### config.mk
export PLATFORM = sky130hd
export DESIGN_NAME = dma_status_irq
export DESIGN_NICKNAME = d
export VERILOG_FILES = /design/src/rtl/dma_stat_pkg.sv /design/src/rtl/dstat_reg.sv /design/src/rtl/dstat_fault_qual.sv /design/src/rtl/dstat_prio.sv /design/src/rtl/dma_status_irq.sv
export SDC_FILE = /design/constraint.sdc
export NUM_CORES = 1
export LEC_CHECK = 0
export ABC_AREA = 1
export BUFFER_PORTS_ARGS = -buffer_cell sky130_fd_sc_hd__buf_2
export CAP_MARGIN = 10
export CORE_ASPECT_RATIO = 0.6
export CORE_MARGIN = 10
export CORE_UTILIZATION = 56
export CTS_CLUSTER_DIAMETER = 150
export DETAILED_ROUTE_END_ITERATION = 8
export GPL_TIMING_DRIVEN = 0
export PLACE_DENSITY_LB_ADDON = 0.25
export SYNTH_ARGS = -nofsm -noshare
export SYNTH_HDL_FRONTEND = slang
export SYNTH_SLANG_ARGS = --single-unit
### constraint.sdc
create_clock -name clk -period 6.5 [get_ports clk]
set_clock_uncertainty 0.2 [all_clocks]
set_input_delay 0.65 -clock clk [delete_from_list [all_inputs] [get_ports clk]]
set_output_delay 0.65 -clock clk [all_outputs]
set_load 0.1 [all_outputs]
### src/rtl/dma_stat_pkg.sv
package dma_stat_pkg;
  typedef enum logic [1:0] {
    OP_WRITE = 2'd0,
    OP_SET   = 2'd1,
    OP_CLR   = 2'd2,
    OP_NONE  = 2'd3
  } reg_op_e;

  localparam logic SEL_CMPL = 1'b0;
  localparam logic SEL_ERR  = 1'b1;
endpackage

### src/rtl/dstat_reg.sv
module dstat_reg #(
  parameter int W = 32
) (
  input  logic         clk,
  input  logic         rst_n,
  input  logic         we_base,
  input  logic         we_set,
  input  logic         we_clr,
  input  logic [W-1:0] wdata,
  input  logic [W-1:0] evt_set,
  output logic [W-1:0] q
);
  logic [W-1:0] nxt;

  always_comb begin
    nxt = q;
    if (we_base) nxt = wdata;
    if (we_set)  nxt = nxt | wdata;
    if (we_clr)  nxt = nxt & ~wdata;
    // hardware events are applied last so a colliding clear never drops one
    nxt = nxt | evt_set;
  end

  always_ff @(posedge clk or negedge rst_n) begin
    if (!rst_n) q <= '0;
    else        q <= nxt;
  end
endmodule

### src/rtl/dstat_fault_qual.sv
module dstat_fault_qual #(
  parameter int NCH = 16
) (
  input  logic [2*NCH-1:0] err_word,
  input  logic [NCH-1:0]   done_flag,
  output logic [NCH-1:0]   fault
);
  for (genvar c = 0; c < NCH; c++) begin : g_ch
    logic flag, bus;
    assign flag = err_word[c];
    assign bus  = err_word[NCH+c];
    assign fault[c] = (flag & bus) | (flag & ~bus & ~done_flag[c]);
  end
endmodule

### src/rtl/dstat_prio.sv
module dstat_prio #(
  parameter int W  = 32,
  localparam int IW = $clog2(W)
) (
  input  logic [W-1:0]  vec,
  output logic          any,
  output logic [IW-1:0] idx
);
  always_comb begin
    idx = '0;
    for (int i = 0; i < W; i++) begin
      if (vec[i]) idx = IW'(i);
    end
  end
  assign any = |vec;
endmodule

### src/rtl/dma_status_irq.sv
module dma_status_irq
  import dma_stat_pkg::*;
#(
  parameter int NCH = 16,
  parameter int AW  = 5,
  localparam int DW = 2 * NCH,
  localparam int IW = $clog2(DW)
) (
  input  logic          clk,
  input  logic          rst_n,
  input  logic          wr_en,
  input  logic [AW-1:0] wr_addr,
  input  logic [DW-1:0] wr_data,
  input  logic [AW-1:0] rd_addr,
  output logic [DW-1:0] rd_data,
  input  logic [NCH-1:0] cmpl_evt,
  input  logic [NCH-1:0] err_evt,
  input  logic [NCH-1:0] err_bus,
  input  logic          svc_ack,
  output logic          irq,
  output logic          pend_any,
  output logic [IW-1:0] pend_idx,
  output logic          pend_fault,
  output logic [NCH-1:0] chan_rst
);
  reg_op_e       w_op, r_op;
  logic          w_sel, r_sel;
  logic [DW-1:0] cmpl_q, err_q;
  logic [NCH-1:0] fault_vec;
  logic [DW-1:0] combined;
  logic [IW-1:0] fault_ch;

  assign w_op  = reg_op_e'(wr_addr[3:2]);
  assign w_sel = wr_addr[4];
  assign r_op  = reg_op_e'(rd_addr[3:2]);
  assign r_sel = rd_addr[4];

  dstat_reg #(.W(DW)) u_cmpl (
    .clk     (clk),
    .rst_n   (rst_n),
    .we_base (wr_en && w_sel == SEL_CMPL && w_op == OP_WRITE),
    .we_set  (wr_en && w_sel == SEL_CMPL && w_op == OP_SET),
    .we_clr  (wr_en && w_sel == SEL_CMPL && w_op == OP_CLR),
    .wdata   (wr_data),
    .evt_set ({{NCH{1'b0}}, cmpl_evt}),
    .q       (cmpl_q)
  );

  dstat_reg #(.W(DW)) u_err (
    .clk     (clk),
    .rst_n   (rst_n),
    .we_base (wr_en && w_sel == SEL_ERR && w_op == OP_WRITE),
    .we_set  (wr_en && w_sel == SEL_ERR && w_op == OP_SET),
    .we_clr  (wr_en && w_sel == SEL_ERR && w_op == OP_CLR),
    .wdata   (wr_data),
    .evt_set ({err_evt & err_bus, err_evt}),
    .q       (err_q)
  );

  dstat_fault_qual #(.NCH(NCH)) u_qual (
    .err_word  (err_q),
    .done_flag (cmpl_q[NCH-1:0]),
    .fault     (fault_vec)
  );

  assign combined = {fault_vec, cmpl_q[NCH-1:0]};

  dstat_prio #(.W(DW)) u_prio (
    .vec (combined),
    .any (pend_any),
    .idx (pend_idx)
  );

  assign pend_fault = pend_any && (pend_idx >= IW'(NCH));
  assign irq = (|(cmpl_q[NCH-1:0] & cmpl_q[DW-1:NCH])) || (|fault_vec);
  assign fault_ch = pend_idx - IW'(NCH);

  always_comb begin
    if (r_op == OP_NONE)        rd_data = '0;
    else if (r_sel == SEL_CMPL) rd_data = cmpl_q;
    else                        rd_data = err_q;
  end

  always_ff @(posedge clk or negedge rst_n) begin
    if (!rst_n) chan_rst <= '0;
    else if (svc_ack && pend_fault)
      chan_rst <= {{(NCH-1){1'b0}}, 1'b1} << fault_ch;
    else chan_rst <= '0;
  end
endmodule

======== Word level (Yosys, flattened, before mapping) ========
Index checks and enable logic that the tools add are counted.
Widths: inputs -> output; s select.
cells by class
  add/subtract/negate cells ............... 1
  order comparisons ....................... 1
  eq/ne operators ......................... 3
  shift-type cells ........................ 1
  muxes and demuxes ....................... 40
  bitwise operators ....................... 106
  reductions and logical operators ........ 15
operator list
  operator              number
  $mux 32               8
  $or 32x32->32         3
  $mux 5                16
  $and 32x32->32        2
  $and 1x1->1           48
  $not 1->1             33
  $and 16x16->16        2
  $mux 4                8
  $not 32->32           1
  $or 32x16->32         1
  $reduce_or 16->1      2
  $reduce_or 32->1      1
  $mux 16               1
  $or 1x1->1            16
  $shl 1x5->16 const A  1
  $mux 3                4
  $logic_and 1x1->1     10
  $ge 5x5->1 const B    1
  $sub 5x5->5 const B   1
  $eq 2x2->1 const B    2
  $mux 2                2
  $eq 2x1->1 const B    1
  $logic_not 2->1       1
  $logic_or 1x1->1      1
  $mux 1                1
word-level totals
  bits in registers ....................... 80
  bits of input ports ..................... 94
  word-level logic and storage cells ...... 170

======== Depth between registers and ports, before layout ========
Gate-level depths: netlist of run 1.
  depth after elaboration ................. 35
  mapped depth ............................ 33
  depth with buffers taken out ............ 33

======== By module ========
From an unflattened synthesis of run 1, not the netlist that was laid out.
unflattened totals
  cells, all modules ...................... 936
  area, all modules ....................... 5574.1 um^2
by module, submodules not included
  module            times used  cells an instance  area each (um^2)
  dstat_reg         2           269                1764.2
  dma_status_irq    1           244                1356.3
  dstat_prio        1           106                429.2
  dstat_fault_qual  1           48                 260.2

======== Least setup slack after synthesis of run 1 ========
Ideal clock, no wire load.
  kind .................................... input -> output
  start ................................... input rd_addr[4]
  end ..................................... output rd_data[22]
  arrival time ............................ 2.566 ns
  setup slack ............................. 3.084 ns
  stages .................................. 4
  path buffers ............................ 2
  path through ............................ inv_1 clkbuf_1 clkbuf_1 a21oi_1
between the ends
  longest elaborated chain between the ends .. 2
RTL lines
  element      line                  RTL
  from (decl)  dma_status_irq.sv:14  input logic [AW-1:0] rd_addr,
  $mux 32      dma_status_irq.sv:80  else if (r_sel == SEL_CMPL) rd_data = cmpl_q;
  $mux 32      dma_status_irq.sv:79  if (r_op == OP_NONE) rd_data = '0;
  to (decl)    dma_status_irq.sv:15  output logic [DW-1:0] rd_data,
Every way passes these cells.

======== Final worst setup path of run 1 ========
  start ................................... register u_cmpl.q[2]
  end ..................................... output pend_idx[0]
between the ends
  longest elaborated chain between the ends .. 30
RTL lines
  element                   line                  RTL
  from (decl)               dstat_reg.sv:11       output logic [W-1:0] q
  from (signal assigned)    dstat_reg.sv:26       else q <= nxt;
  $mux 2 (2 in a row)       dstat_prio.sv:12      if (vec[i]) idx = IW'(i);
  $mux 3 (4 in a row)       dstat_prio.sv:12
  $mux 4 (8 in a row)       dstat_prio.sv:12
  $mux 5 (2 in a row)       dstat_prio.sv:12
  $mux 5 (*) (14 in a row)  dstat_prio.sv:12
  to (decl)                 dma_status_irq.sv:22  output logic [IW-1:0] pend_idx,
Every way passes the cells marked *; elsewhere a longest branch is shown, timed or not.

==> results of run 1 <==
[final timing paths]
kind / end / start / slack (ns)
min in group asynchronous: u_err.q[16] / rst_n / 0.51
max: pend_idx[0] / u_cmpl.q[2] / 2.45
max in group asynchronous: u_err.q[23] / rst_n / 4.99
min reg2reg: u_cmpl.q[21] / u_cmpl.q[21] / 0.38
min: u_cmpl.q[12] / cmpl_evt[12] / 0.28
max reg2reg: chan_rst[1] / u_cmpl.q[2] / 3.60
[metrics by stage]
step	instances	cell area, um2	hold slack [ns]
4_1_cts	918	5893	0.2848
3_3_place_gp	900	5553	0.3245
2_1_floorplan	648	4697	0.1544
3_5_place_dp	901	5583	0.3251
5_1_grt	918	5893	0.2946
6_report	918	5893	0.2842
[cell usage in the layout, fill, tap and decap left out, types with 2 or more instances in the layout]
master,count
o21ai_2,10
o21ai_4,3
o22ai_1,31
nand3_1,6
nand2_1,151
nor2_1,49
a21oi_1,28
buf_2,143
a22oi_1,6
dfrtp_1,80
clkbuf_16,9
o21ai_1,12
nand4_1,5
o21ai_0,110
inv_1,87
inv_2,11
clkbuf_1,29
inv_4,2
nor4_1,2
bufinv_8,3
a221oi_1,2
nand2_4,2
clkinv_2,2
clkbuf_8,2
o21a_1,9
nand3_2,3
[flip-flops by register name, summed over array words and instances (netlist names)]
| register | cells |
|---|---|
| chan_rst | 16 |
| u_cmpl.q | 32 |
| u_err.q | 32 |
[final cells by class]
cell class                      instances  area share [%]
Multi-Input combinational cell        437           36.52
Sequential cell                        80           33.97
Timing Repair Buffer                  146           12.91
Inverter                              104           7.495
Clock buffer                           13           4.416
Tap cell                              108           2.293
Buffer                                 27           1.720
Clock inverter                          3          0.6794
[power by group]
| group | internal, W | switching (W) | leakage (nW) |
|---|---|---|---|
| clock | 0.000317 | 0.000199 | 0.150 |
| combinational | 0.000125 | 0.000395 | 2.04 |
| sequential | 0.000541 | 0.0000354 | 0.870 |
[per-layer routing]
layer | vias to the layer above | GRT usage [%] | wire (um)
met5 | - | 0 | 0
met4 | 0 | 7.605 | 330
met3 | 44 | 9.932 | 2412
met2 | 392 | 39.08 | 7286
met1 | 2400 | 35.99 | 7345
li1 | 2437 | - | -
[worst max-delay path: cells and delay by family (launching register included)]
family / cells / cell delay [ns]
and+or+nand+nor: 30 / 1.91
buffers and inverters: 2 / 0.52
DFF: 1 / 0.43
[cell families (layout without fill, tap and decap cells)]
| kind of cell | count (synthesis) | count (layout) | synth area share (%) |
|---|---|---|---|
| buffers and inverters | 131 | 293 | 11.56 |
| AND/OR/NAND/NOR | 222 | 222 | 19.34 |
| flip-flops | 80 | 80 | 42.62 |
| AO/OA/AOI/OAI | 215 | 215 | 26.48 |
==> qor.txt, run 1 <==
CTS Buffer Depth -> 2
Minimum clock period -> 4.052 ns
Ratio of final minimum period to clock period -> 62.34%
CTS root buf -> clkbuf_16
Core Rows -> 25
Final WL -> 17370 um
Core ar. -> 8008 um2
CP max-delay cell -> dfrtp_1
Share of the synthesized area in the top cell type -> 42.62%
Initial antenna violation count -> 0
DRC -> 0
Max stage delay on crit path -> 0.43 ns
Synth top area cells -> dfrtp_1 (43%), nand2_1 (12%), o21ai_0 (12%)
Setup bufs post-CTS -> 0
Synth warn -> 0
Dpl hpwl -> 13170 um
Max Clk Rate -> 246.8 MHz
Top cells by count, synth -> nand2_1 (151), o21ai_0 (110), inv_1 (87), dfrtp_1 (80), nor2_1 (49)
Synth Instances -> 648
Slew Limit Fails -> 0
Setup Viol. Count Final -> 0
Post-layout util -> 73.59%
Clock slew at reported path FFs -> 0.06 ns
Syn Area/Cell -> 7.248 um2
Slew at the pin with the worst max-slew slack -> 0.7492 ns
Routed Antenna Nets -> 0
Die width -> 138.2 um
Clock Latency Late Sink -> 0.34 ns
Average wire per standard cell -> 18.93 um
Slew HR -> 49.87%
Post-synthesis cell type count -> 31
Seq cells post-synth -> 80
Vias in the first global route -> 5111
Overflow after GRT -> 0
Hold-fix buffers, CTS -> 1
Routability-driven placement congestion ratio -> 0.9216
Initial Util -> 58.66%
Syn Nets -> 742
Register area share after synthesis -> 42.62%
Most frequent cell after synthesis -> nand2_1
Fill cells -> 634
# port buffers -> 144
HP Class -> input port to flip-flop
Peak supply drop -> 0.1981 mV
Iter 0 DRT Violations -> 539
Status -> finished, final reports clean
Nets -> 899
PostCTS Resize Cnt -> 0
Mapped cell area -> 4697 um2
Antenna diodes -> 0
Sink Count -> 80
Multi-input logic area -> 2152 um2
Worst Setup End Kind -> primary output
Die ar. -> 12570 um2
CP startpoint kind -> flip-flop
I/O pins -> 150
Fin Setup TNS -> 0 ns
Global-route wire length before repair -> 27020 um
R2R depth -> 33
Synth area leader -> dfrtp_1
Number of vias per cell -> 5.744
Via count -> 5273
Drt first pass iters -> 5
PwrDens -> 273.7 nW/um2
CP Max Fanout -> 5
Async SR Flop Fraction -> 100.0%
Share of cells above drive strength 1 -> 24.44%
Post-synth EDFFs -> 0
Setup slack at placement -> 2.898 ns
Worst Path Required -> 5.65 ns
Maxcap violations -> 0
Seq. cell area -> 2002 um2
Pwr Total -> 0.001613 W
GR Util All Layers -> 26.65%
Unrepaired setup endpoints after global routing -> no
CTS buffer count -> 9
Area Growth Syn to Fin -> 25.47%
Setup ws final -> 2.448 ns
H-tree levels -> 3
Final Hold Vio Count -> 0
Leakage -> 3.062 nW
Largest net degree at the start of global routing -> 66
WHS Path Cells -> 3
Most common cell on crit path -> nand2_1
CTS tree -> built
Type of the worst setup path -> flip-flop to primary output
Arrival time at the worst endpoint -> 3.20 ns
Die H -> 90.94 um
Most used flip-flop cell after synthesis -> dfrtp_1
Note: power is estimated with default switching activity, not from simulation.
==> inputs of run 2 (changes only) <==
--- a/config.mk
+++ b/config.mk
@@ -10,7 +10,7 @@
 export CAP_MARGIN = 10
 export CORE_ASPECT_RATIO = 0.6
 export CORE_MARGIN = 10
-export CORE_UTILIZATION = 56
+export CORE_UTILIZATION = 52
 export CTS_CLUSTER_DIAMETER = 150
 export DETAILED_ROUTE_END_ITERATION = 8
 export GPL_TIMING_DRIVEN = 0
==> constraint.sdc (replaced) <==
create_clock -name clk -period 3.88 [get_ports clk]
set_clock_uncertainty 0.2 [all_clocks]
set_input_delay 0.388 -clock clk [delete_from_list [all_inputs] [get_ports clk]]
set_output_delay 0.388 -clock clk [all_outputs]
set_load 0.1 [all_outputs]
==> run 2 against run 1 <==
Net effect: setup slack worse by 2.2 ns; highest routed layer unchanged; first-iteration DRC count up 6.5%; sequential power increased by 67%; wire length shrank 1.1%; clock power grew 54%; total power grew 63%; register-to-register slack got worse by 2.6 ns; critical endpoint unchanged; die area rose by 6.3%.
==> qor.txt, run 2 (same netlist as run 1, synthesis figures left out) <==
Status -> finished, final reports clean (unchanged)
Most frequent cells in the layout -> nand2_1 (151), buf_2 (142), o21ai_0 (110) (was nand2_1 (151), buf_2 (143), o21ai_0 (110))
HP Class -> input port to flip-flop (unchanged)
Largest registers -> u_cmpl.q (32), u_err.q (32), chan_rst (16) (unchanged)
Net Switching -> 0.001064 W (was 0.0006292 W)
Fin Setup TNS -> 0 ns (unchanged)
CTS buffer count -> 9 (unchanged)
Most common cell on crit path -> nand2_1 (unchanged)
# port buffers -> 144 (unchanged)
Slew HR -> 48.82% (was 49.87%)
Area Growth Syn to Fin -> 24.91% (was 25.47%)
Max Clk Rate -> 274.0 MHz
Critical hold path startpoint -> cmpl_evt[2] (was cmpl_evt[12])
Worst R2R Start -> u_cmpl.q[2] (unchanged)
Clock slew at reported path FFs -> 0.06 ns (about the same)
I/O pins -> 150 (unchanged)
Clock network fraction of total power -> 30.2% (was 32.0%)
Peak supply drop -> 0.2466 mV (was 0.1981 mV)
Antenna diodes -> 0 (unchanged)
Minimum clock period -> 3.649 ns
CTS root buf -> clkbuf_16 (unchanged)
Logic pwr share -> 33.0% (was 32.3%)
Leakage -> 3.045 nW (was 3.062 nW)
Average wire per standard cell -> 18.64 um (was 18.93 um)
Initial antenna violation count -> 0 (unchanged)
DRC -> 0 (unchanged)
Net Sw Frac -> 40.51% (was 39.00%)
CTS tree -> built (unchanged)
Maxcap violations -> 0 (unchanged)
Global-route wire length before repair -> 26810 um (was 27020 um)
Slew at the pin with the worst max-slew slack -> 0.7649 ns (was 0.7492 ns)
CP Max Fanout -> 5 (unchanged)
Die H -> 93.62 um (was 90.94 um)
Drt first pass iters -> 5 (unchanged)
Clock Latency Late Sink -> 0.35 ns (was 0.34 ns)
GR Util All Layers -> 25.64% (was 26.65%)
CTS Buffer Depth -> 2 (unchanged)
Seq. cell area -> 2002 um2 (unchanged)
Unrepaired setup endpoints after global routing -> no (unchanged)
CP startpoint kind -> flip-flop (unchanged)
Vias in the first global route -> 5149 (was 5111)
Worst Setup End Kind -> primary output (unchanged)
Core ar. -> 8653 um2 (was 8008 um2)
Overflow after GRT -> 0 (unchanged)
Final WL -> 17190 um (was 17370 um)
Max stage delay on crit path -> 0.43 ns (about the same)
PwrDens -> 447.6 nW/um2 (was 273.7 nW/um2)
Pwr Total -> 0.002626 W (was 0.001613 W)
Largest net degree at the start of global routing -> 43 (was 66)
Die ar. -> 13360 um2 (was 12570 um2)
Slew Limit Fails -> 0 (unchanged)
Commonest non-fill, non-tap cell in the layout -> nand2_1 (unchanged)
Worst setup startpoint -> u_cmpl.q[2] (unchanged)
Dpl hpwl -> 12940 um (was 13170 um)
Multi-input logic area -> 2152 um2 (unchanged)
Worst Path Required -> 3.29 ns (was 5.65 ns)
Sequential cell fraction of total power -> 36.7% (was 35.8%)
CP max-delay cell -> dfrtp_1 (unchanged)
Share of cells above drive strength 1 -> 24.69% (was 24.44%)
Nets -> 899 (unchanged)
Via count -> 5184 (was 5273)
Iter 0 DRT Violations -> 574 (was 539)
Routability-driven placement congestion ratio -> 0.9212 (was 0.9216)
Setup Viol. Count Final -> 0 (unchanged)
Sink Count -> 80 (unchanged)
Routed Antenna Nets -> 0 (unchanged)
H-tree levels -> 3 (unchanged)
Final Hold Vio Count -> 0 (unchanged)
Int Pwr -> 0.001562 W (was 0.0009839 W)
Number of vias per cell -> 5.623 (was 5.744)
Type of the worst setup path -> flip-flop to primary output (unchanged)
Arrival time at the worst endpoint -> 3.06 ns (was 3.20 ns)
Ratio of final minimum period to clock period -> 94.06%
Core Rows -> 26 (was 25)
Fill cells -> 762 (was 634)
Die width -> 142.7 um (was 138.2 um)
Initial Util -> 54.28% (was 58.66%)
-- run 2: layout make-up --
class / count / share of cell area, %
well taps: 112 / 2.389
plain buffers: 27 / 1.727
multi-input cells: 437 / 36.68
clock buffers: 10 / 4.073
flip-flops and latches: 80 / 34.12
clock inverters: 6 / 0.5971
repair buffers: 146 / 12.88
inverters: 104 / 7.528
-- run 2: worst paths after layout --
path | cells after the start | slack [ns] | endpoint
max in group asynchronous | 3 | 2.51 | chan_rst[13]
worst max register to register | 33 | 0.98 | chan_rst[11]
worst min register to register | 2 | 0.37 | u_cmpl.q[30]
worst max-delay path | 32 | 0.23 | pend_idx[0]
min in group asynchronous | 2 | 0.35 | u_err.q[17]
worst min-delay path | 3 | 0.03 | u_cmpl.q[2]
-- run 2: critical path: cells and delay by family, from the launching register on --
kind,cells,cell delay (ns)
and+or+nand+nor,30,1.87
DFF,1,0.43
buffers and inverters,2,0.40
-- run 2: layer usage --
metal  vias to the layer above  GRT usage, %  wire length, um
met5                         -             0                0
met4                         0         7.094              245
met3                        27         8.131             2332
met2                       348         38.02             7074
met1                      2371         35.20             7534
li1                       2438             -                -
-- run 2: timing repair --
| item | CTS | global route |
|---|---|---|
| setup endpoints to repair | 0 | 1 |
| hold buffers | 1 | 0 |
| endpoints found under the hold margin | 38 | 0 |
| buffers inserted | 0 | 0 |
| resized for setup | 0 | 2 |
-- run 2: metrics by stage --
stage	setup WS, ns	instance area [um2]	std cells	hold WS, ns	utilization (%)
floorplan	0.9113	4697	648	-0.1076	-
global placement	0.5455	5558	904	0.3248	64.23
detailed placement	0.5290	5580	905	0.1974	64.49
CTS	0.1542	5864	922	0.02606	67.77
global route	0.01539	5867	922	0.03456	67.80
finish	0.2306	5867	922	0.02623	67.80
-- run 2: power groups by stage --
stage	Clock, W	Combinational, W	Sequential [W]
floorplan	0	0.000629	0.000983
global placement	0	0.000834	0.000974
detailed placement	0	0.000851	0.000976
CTS	0.000793	0.000857	0.000962
global route	0.000829	0.000926	0.000972
finish	0.000793	0.000868	0.000965
